<file path="config.mk">
export PLATFORM = sky130hd
export DESIGN_NAME = ovfuf_result_sel
export DESIGN_NICKNAME = d
export VERILOG_FILES = /design/src/rtl/ovfuf_pkg.sv /design/src/rtl/ovfuf_ovf_pick.sv /design/src/rtl/ovfuf_tiny_pick.sv /design/src/rtl/ovfuf_out_stage.sv /design/src/rtl/ovfuf_result_sel.sv
export SDC_FILE = /design/constraint.sdc
export NUM_CORES = 1
export LEC_CHECK = 0
export BUFFER_PORTS_ARGS = -buffer_cell sky130_fd_sc_hd__clkbuf_2
export CORE_MARGIN = 2
export CORE_UTILIZATION = 40
export CTS_CLUSTER_DIAMETER = 60
export DETAILED_ROUTE_END_ITERATION = 10
export PLACE_DENSITY = 0.78
export SLEW_MARGIN = 20
export SYNTH_ARGS = -nofsm -noshare
export SYNTH_HDL_FRONTEND = slang
export SYNTH_SLANG_ARGS = --single-unit
</file>
<file path="constraint.sdc">
create_clock -name clk -period 0.8 [get_ports clk]
set_input_delay 0.12 -clock clk [delete_from_list [all_inputs] [get_ports clk]]
set_output_delay 0.12 -clock clk [all_outputs]
set_load 0.05 [all_outputs]
</file>
<file path="src/rtl/ovfuf_pkg.sv">
package ovfuf_pkg;

  typedef enum logic [1:0] {
    RM_NEAR = 2'd0,
    RM_ZERO = 2'd1,
    RM_UP   = 2'd2,
    RM_DOWN = 2'd3
  } rmode_e;

  localparam int FLAG_W = 5;
  localparam int FL_NX  = 0;
  localparam int FL_UF  = 1;
  localparam int FL_OF  = 2;
  localparam int FL_DZ  = 3;
  localparam int FL_NV  = 4;

  // 1 when an overflow must saturate to the largest finite value
  function automatic logic ovf_saturates(input logic [1:0] mode, input logic sgn);
    logic r;
    case (mode)
      RM_NEAR: r = 1'b0;
      RM_ZERO: r = 1'b1;
      RM_UP:   r = sgn;
      default: r = ~sgn;
    endcase
    return r;
  endfunction

  // 1 when a tiny result must become the smallest denormal
  function automatic logic tiny_rounds_out(input logic [1:0] mode, input logic sgn,
                                           input logic rnd_up);
    logic r;
    case (mode)
      RM_NEAR: r = rnd_up;
      RM_ZERO: r = 1'b0;
      RM_UP:   r = ~sgn;
      default: r = sgn;
    endcase
    return r;
  endfunction

  function automatic logic [FLAG_W-1:0] flag_word(input logic nv, input logic dz,
                                                   input logic of, input logic uf,
                                                   input logic nx);
    logic [FLAG_W-1:0] f;
    f        = '0;
    f[FL_NV] = nv;
    f[FL_DZ] = dz;
    f[FL_OF] = of;
    f[FL_UF] = uf;
    f[FL_NX] = nx;
    return f;
  endfunction

endpackage

</file>
<file path="src/rtl/ovfuf_ovf_pick.sv">
module ovfuf_ovf_pick #(
  parameter int EXP_W  = 11,
  parameter int FRAC_W = 52,
  localparam int W     = 1 + EXP_W + FRAC_W
) (
  input  logic         sgn,
  input  logic [1:0]   mode,
  output logic         pick_max,
  output logic [W-1:0] value
);
  import ovfuf_pkg::*;

  logic [W-1:0] inf_val;
  logic [W-1:0] max_val;

  assign pick_max = ovf_saturates(mode, sgn);
  assign inf_val  = {sgn, {EXP_W{1'b1}}, {FRAC_W{1'b0}}};
  assign max_val  = {sgn, {(EXP_W-1){1'b1}}, 1'b0, {FRAC_W{1'b1}}};
  assign value    = pick_max ? max_val : inf_val;
endmodule

</file>
<file path="src/rtl/ovfuf_tiny_pick.sv">
module ovfuf_tiny_pick #(
  parameter int EXP_W  = 11,
  parameter int FRAC_W = 52,
  localparam int W     = 1 + EXP_W + FRAC_W
) (
  input  logic         sgn,
  input  logic [1:0]   mode,
  input  logic         rnd_up,
  output logic         pick_min,
  output logic [W-1:0] value
);
  import ovfuf_pkg::*;

  assign pick_min = tiny_rounds_out(mode, sgn, rnd_up);
  assign value    = {sgn, {(EXP_W+FRAC_W-1){1'b0}}, pick_min};
endmodule

</file>
<file path="src/rtl/ovfuf_out_stage.sv">
module ovfuf_out_stage #(
  parameter int W       = 64,
  parameter int F       = 5,
  parameter bit REG_OUT = 1'b1
) (
  input  logic         clk,
  input  logic         rst_n,
  input  logic [W-1:0] d_res,
  input  logic [F-1:0] d_flg,
  output logic [W-1:0] q_res,
  output logic [F-1:0] q_flg
);
  generate
    if (REG_OUT) begin : g_reg
      always_ff @(posedge clk or negedge rst_n) begin
        if (!rst_n) begin
          q_res <= '0;
          q_flg <= '0;
        end else begin
          q_res <= d_res;
          q_flg <= d_flg;
        end
      end
    end else begin : g_wire
      assign q_res = d_res;
      assign q_flg = d_flg;
    end
  endgenerate
endmodule

</file>
<file path="src/rtl/ovfuf_result_sel.sv">
module ovfuf_result_sel #(
  parameter int EXP_W   = 11,
  parameter int FRAC_W  = 52,
  parameter bit REG_OUT = 1'b1,
  localparam int W      = 1 + EXP_W + FRAC_W,
  localparam int F      = ovfuf_pkg::FLAG_W
) (
  input  logic         clk,
  input  logic         rst_n,
  input  logic         in_sign,
  input  logic         in_ovf,
  input  logic         in_tiny,
  input  logic [1:0]   in_mode,
  input  logic         in_rnd_up,
  input  logic [W-1:0] in_result,
  input  logic         in_inexact,
  output logic [W-1:0] out_result,
  output logic [F-1:0] out_flags
);
  import ovfuf_pkg::*;

  // named events for the checker
  logic         ovf_evt;
  logic         tiny_evt;
  logic         byp_evt;
  logic         pick_max;
  logic         pick_min;
  logic [W-1:0] ovf_val;
  logic [W-1:0] tiny_val;
  logic [W-1:0] sel_result;
  logic [F-1:0] sel_flags;

  assign ovf_evt  = in_ovf;
  assign tiny_evt = in_tiny & ~in_ovf;
  assign byp_evt  = ~in_ovf & ~in_tiny;

  ovfuf_ovf_pick #(.EXP_W(EXP_W), .FRAC_W(FRAC_W)) u_ovf (
    .sgn(in_sign), .mode(in_mode), .pick_max(pick_max), .value(ovf_val)
  );

  ovfuf_tiny_pick #(.EXP_W(EXP_W), .FRAC_W(FRAC_W)) u_tiny (
    .sgn(in_sign), .mode(in_mode), .rnd_up(in_rnd_up),
    .pick_min(pick_min), .value(tiny_val)
  );

  always_comb begin
    if (ovf_evt) begin
      sel_result = ovf_val;
      sel_flags  = flag_word(1'b0, 1'b0, 1'b1, 1'b0, 1'b1);
    end else if (tiny_evt) begin
      sel_result = tiny_val;
      sel_flags  = flag_word(1'b0, 1'b0, 1'b0, 1'b1, 1'b1);
    end else begin
      sel_result = in_result;
      sel_flags  = flag_word(1'b0, 1'b0, 1'b0, 1'b0, in_inexact);
    end
  end

  ovfuf_out_stage #(.W(W), .F(F), .REG_OUT(REG_OUT)) u_out (
    .clk(clk), .rst_n(rst_n), .d_res(sel_result), .d_flg(sel_flags),
    .q_res(out_result), .q_flg(out_flags)
  );
endmodule

</file>
# After elaboration in Yosys (flattened, before gate mapping)
# Cells that the tools add are included.
word_totals:
  register_bits: 67
  inputBits: 73
  out_inout_bits: 69
op_classes:
  eq_ne: 2
  n_mux: 7
  bitwise: 3
  n_reduce_logical: 1
op_table:
  columns: ["op", "n"]
  rows:
  - ["$mux W64", 2]
  - ["$mux W53", 1]
  - ["$pmux W1 S3", 2]
  - ["$mux W3", 1]
  - ["$eq A2 B1 Y1 const B", 1]
  - ["$eq A2 B2 Y1 const B", 1]
  - ["$logic_not A2 Y1", 1]
  - ["$mux W2", 1]
  - ["$not A1 Y1", 2]
  - ["$and A1 B1 Y1", 1]

# Depth between registers and ports, before layout
logic_depth:
  ltp_word: 4
  ltp_mapped: 4
  mapped_depth_nobuf: 3

# Hierarchy
# From an unflattened synthesis, not the netlist that was laid out.
unflattened:
  cells_unflattened: 421
  hier_area_um2: 4144.0
by_module_without_submodules:
  columns: ["module", "n_inst", "cells_per_inst", "area_per_inst_um2", "seq_area_each_um2"]
  rows:
  - ["ovfuf_out_stage", 1, 69, 1726.7, 1726.7]
  - ["ovfuf_result_sel", 1, 217, 1411.4, 0.0]
  - ["ovfuf_tiny_pick", 1, 68, 505.5, 0.0]
  - ["ovfuf_ovf_pick", 1, 67, 500.5, 0.0]

# Least setup slack after synthesis
# Ideal clock, no wire load.
synth_path:
  path_type: "input to register"
  startpoint: "in in_ovf"
  endpoint: "reg u_out.q_res[63]"
  arrival_ps: 798
  t_required_ps: 675
  path_slack_ps: -123
  stages: 3
  path_cell_list: "buf_2 > nor2_2 > mux2_2"
synth_between:
  elab_chain_cells: 4
synth_rtl:
  columns: ["element", "line", "source"]
  rows:
  - ["from (decl)", "ovfuf_result_sel.sv:11", "input logic in_ovf,"]
  - ["$not A1 Y1", null, null]
  - ["$and A1 B1 Y1", "ovfuf_result_sel.sv:34", "assign tiny_evt = in_tiny & ~in_ovf;"]
  - ["$mux W64", "ovfuf_result_sel.sv:50", "end else if (tiny_evt) begin"]
  - ["$mux W64 (*)", "ovfuf_result_sel.sv:47", "if (ovf_evt) begin"]
  - ["named net sel_result[63]", "ovfuf_result_sel.sv:30", "logic [W-1:0] sel_result;"]
  - ["to (signal assigned)", "ovfuf_out_stage.sv:20", "q_res <= d_res;"]
  - ["to (decl)", "ovfuf_out_stage.sv:10", "output logic [W-1:0] q_res,"]
# Mark *: on every way through the listed nets, which the timed path passes. The rest lies on a longest branch.

# Worst setup path in the final report
layout_path:
  startpoint: "reg u_out.q_res[12]"
  endpoint: "out out_result[12]"
layout_rtl:
  columns: ["element", "line", "source"]
  rows:
  - ["to (decl)", "ovfuf_result_sel.sv:17", "output logic [W-1:0] out_result,"]
# No word-level cell between the ends.

==> run metrics <==
Fmax achieved=about 980 MHz; Core Area=5920 µm²; Worst-path clk slew=0.07 ns; Synth Warn #=0; Sequential Power Share=39.8%; vias per cell=4.69; DR DRC count=0; GRT Max-Usage Layer=met2; global router's overall resource usage=22.6%; RSZ-0062 raised after global routing=true; critical path buffer and inverter count=1; H-tree level count=3; GR Util met3=6.52%; postcts setup bufs=0; drt first pass iters=4; Routed WL per cell=between 15 and 20 µm; GPL Wtd Cong=about 0.7; clock sinks=67; slowest cell delay on critical path=approximately 0.42 ns; Overflow after GRT=0; Post-CTS Hold Buffers=62; Crit path required time=0.68 ns; fin crit share=128%; Clock power frac=30.5%; Mean Syn Cell Area=15.1 µm²; status=finished with violations; Internal Power=6.68 mW; utilization after layout=80.6%; Final min period=between 1 and 1.5 ns; Die ar.=6750 µm²; Switching Power=between 2 and 3 mW; P_leak=2.53 nW; met2 GRT Util=40.6%; Worst Hold End=u_out.q_flg[0]; post-route ant nets=0; pwr dens=2030 nW/µm²; largest net degree at the start of global routing=55; cells after synthesis=162; # Max-Cap Violations=0; Setup WS post-layout=-0.225 ns; Sw Ratio=a little under a third; CTS tree=done; Area Overhead vs Synth=95.3%; count of unique library cells instantiated by Yosys=23; design area=~4800 µm²; post-synthesis cell area=~2400 µm²; # IOs=142; row count=28; HP Start=in_inexact; worst min-delay path category=in2reg; first-pass GRT wire length=11100 µm; CP Cell Sequence=buf_8; crit-path leading delay family=flip-flops; WHS Path Cells=2; initial core utilization=41.3%; CP Launch Type=flip-flop; die width=82.1 µm; Comb pwr share=between 20 and 30%; Crit. End Element=output pin; DR iter-0 viols=80; max-slew violations=0; # setup viols final=between 60 and 70; placed inst area=3260 µm²; Seq/Total Area, Yosys=68.6%; nets=444; Crit-path slowest cell=dfrtp_1; #FFs+latches synth=67; grt met1 use=24.1%; final hold vios=0; CP max FO=1; CP arrival=between 0.9 and 1 ns; vias in the first global route=2334; Peak VDD IR=1.65 mV; HPWL Detailed=approximately 4000 µm; initial antenna violation count=0; violated checks=negative setup slack; Port-buffer cells=139; layout cell share with drive strength beyond 1=56.9%; die extent in y=approximately 82 µm; wirelength, routed=7500 µm; Vias=2116; total CTS buffers=9; worst-case clock buffer depth=2; antenna cells=0; root buf cell=clkbuf_8; Crit Path Category=reg2out
worst max-delay path by stage:
stage / start / endpoint / slack (ns) / cells after the start
3_3_place_gp: in_tiny / u_out.q_res[0] / -0.26 / 4
6_report: u_out.q_res[12] / out_result[12] / -0.23 / 1
2_1_floorplan: in_mode[0] / u_out.q_res[52] / -0.10 / 4
4_1_cts: u_out.q_res[14] / out_result[14] / -0.25 / 1
5_1_grt: u_out.q_res[12] / out_result[12] / -0.26 / 1
3_5_place_dp: in_tiny / u_out.q_res[0] / -0.28 / 4
sequential cells by signal, summed over array words and instances, names as in the netlist:
signal	cells
u_out.q_flg	3
u_out.q_res	64
cell usage in the layout (no fill, tap or decap), types with 2 or more instances in the layout:
cell type,synthesis,layout
a21o_1,18,18
a21o_2,43,43
a21oi_1,2,2
buf_12,0,4
buf_4,2,8
buf_8,0,67
clkbuf_2,0,70
clkbuf_8,0,12
clkinv_2,0,2
conb_1,1,2
dfrtp_1,67,67
dlygate4sd3_1,0,62
nand2_1,2,2
nand3b_1,2,2
nor2_1,2,2
per-layer routing:
| metal | wire length [µm] | vias to the layer above |
|---|---|---|
| li1 | - | 969 |
| met1 | 2580 | 1031 |
| met2 | 4200 | 99 |
| met3 | 519 | 17 |
| met4 | 195 | 0 |
| met5 | 0 | - |
final cells by class:
| cell class | count | area (µm²) |
|---|---|---|
| multi-input cells | 80 | 662 |
| repair buffers | 212 | 2120 |
| inverters | 1 | 3.75 |
| flip-flops and latches | 67 | 1680 |
| clock buffers | 12 | 165 |
| fillers | 331 | 1150 |
| well taps | 75 | 93.8 |
| clock inverters | 4 | 47.5 |
cell usage after synthesis:
cell type | count | area, µm²
dfrtp_1 | 67 | 1680
a21o_2 | 43 | 377
a21o_1 | 18 | 135
buf_2 | 6 | 30.0
buf_6 | 5 | 56.3
a21oi_1 | 2 | 10.0
buf_4 | 2 | 15.0
nand2_1 | 2 | 7.51
nand3b_1 | 2 | 15.0
nor2_1 | 2 | 7.51
a211o_1 | 1 | 8.76
a21bo_4 | 1 | 16.3
a21boi_4 | 1 | 18.8
a32o_1 | 1 | 10.0
and4bb_2 | 1 | 12.5
buf_1 | 1 | 3.75
clkbuf_1 | 1 | 3.75
conb_1 | 1 | 3.75
inv_1 | 1 | 3.75
mux2_2 | 1 | 11.3
nor2_2 | 1 | 6.26
o31ai_1 | 1 | 7.51
or3_1 | 1 | 6.26
per-stage QoR:
| stage | TNS, ns | power [mW] | hold WS [ns] | instances | setup WS, ns |
|---|---|---|---|---|---|
| finish | -12.97 | 9.68 | 0.00153 | 451 | -0.225 |
| global placement | -14.30 | 5.81 | 0.114 | 373 | -0.264 |
| detailed placement | -14.78 | 5.84 | 0.124 | 373 | -0.280 |
| global route | -15.16 | 10.1 | -0.000431 | 451 | -0.257 |
| CTS | -14.63 | 9.51 | -0.0297 | 451 | -0.246 |
| floorplan | -4.53 | 5.20 | -0.176 | 163 | -0.103 |
what timing repair did:
action / in CTS / in global routing
gates resized for setup: 134 / 69
hold endpoints to repair: 129 / 1
setup endpoints to repair: 67 / 68
pin swaps: 0 / 0
power groups by stage:
stage / clock, mW / combinational (mW) / sequential (mW)
3_5_place_dp: 0 / 2.05 / 3.79
6_report: 2.95 / 2.88 / 3.85
4_1_cts: 3.03 / 2.71 / 3.77
3_3_place_gp: 0 / 2.02 / 3.79
5_1_grt: 3.19 / 3.01 / 3.87
2_1_floorplan: 0 / 0.425 / 4.78
logic make-up after synthesis:
kind of cell | synth area share [%]
buffers and inverters | 4.61
multiplexers | 0.461
other | 0.154
AO/OA/AOI/OAI | 23.9
AND/OR/NAND/NOR | 2.25
flip-flops | 68.6
(Power assumes the default switching activity.)
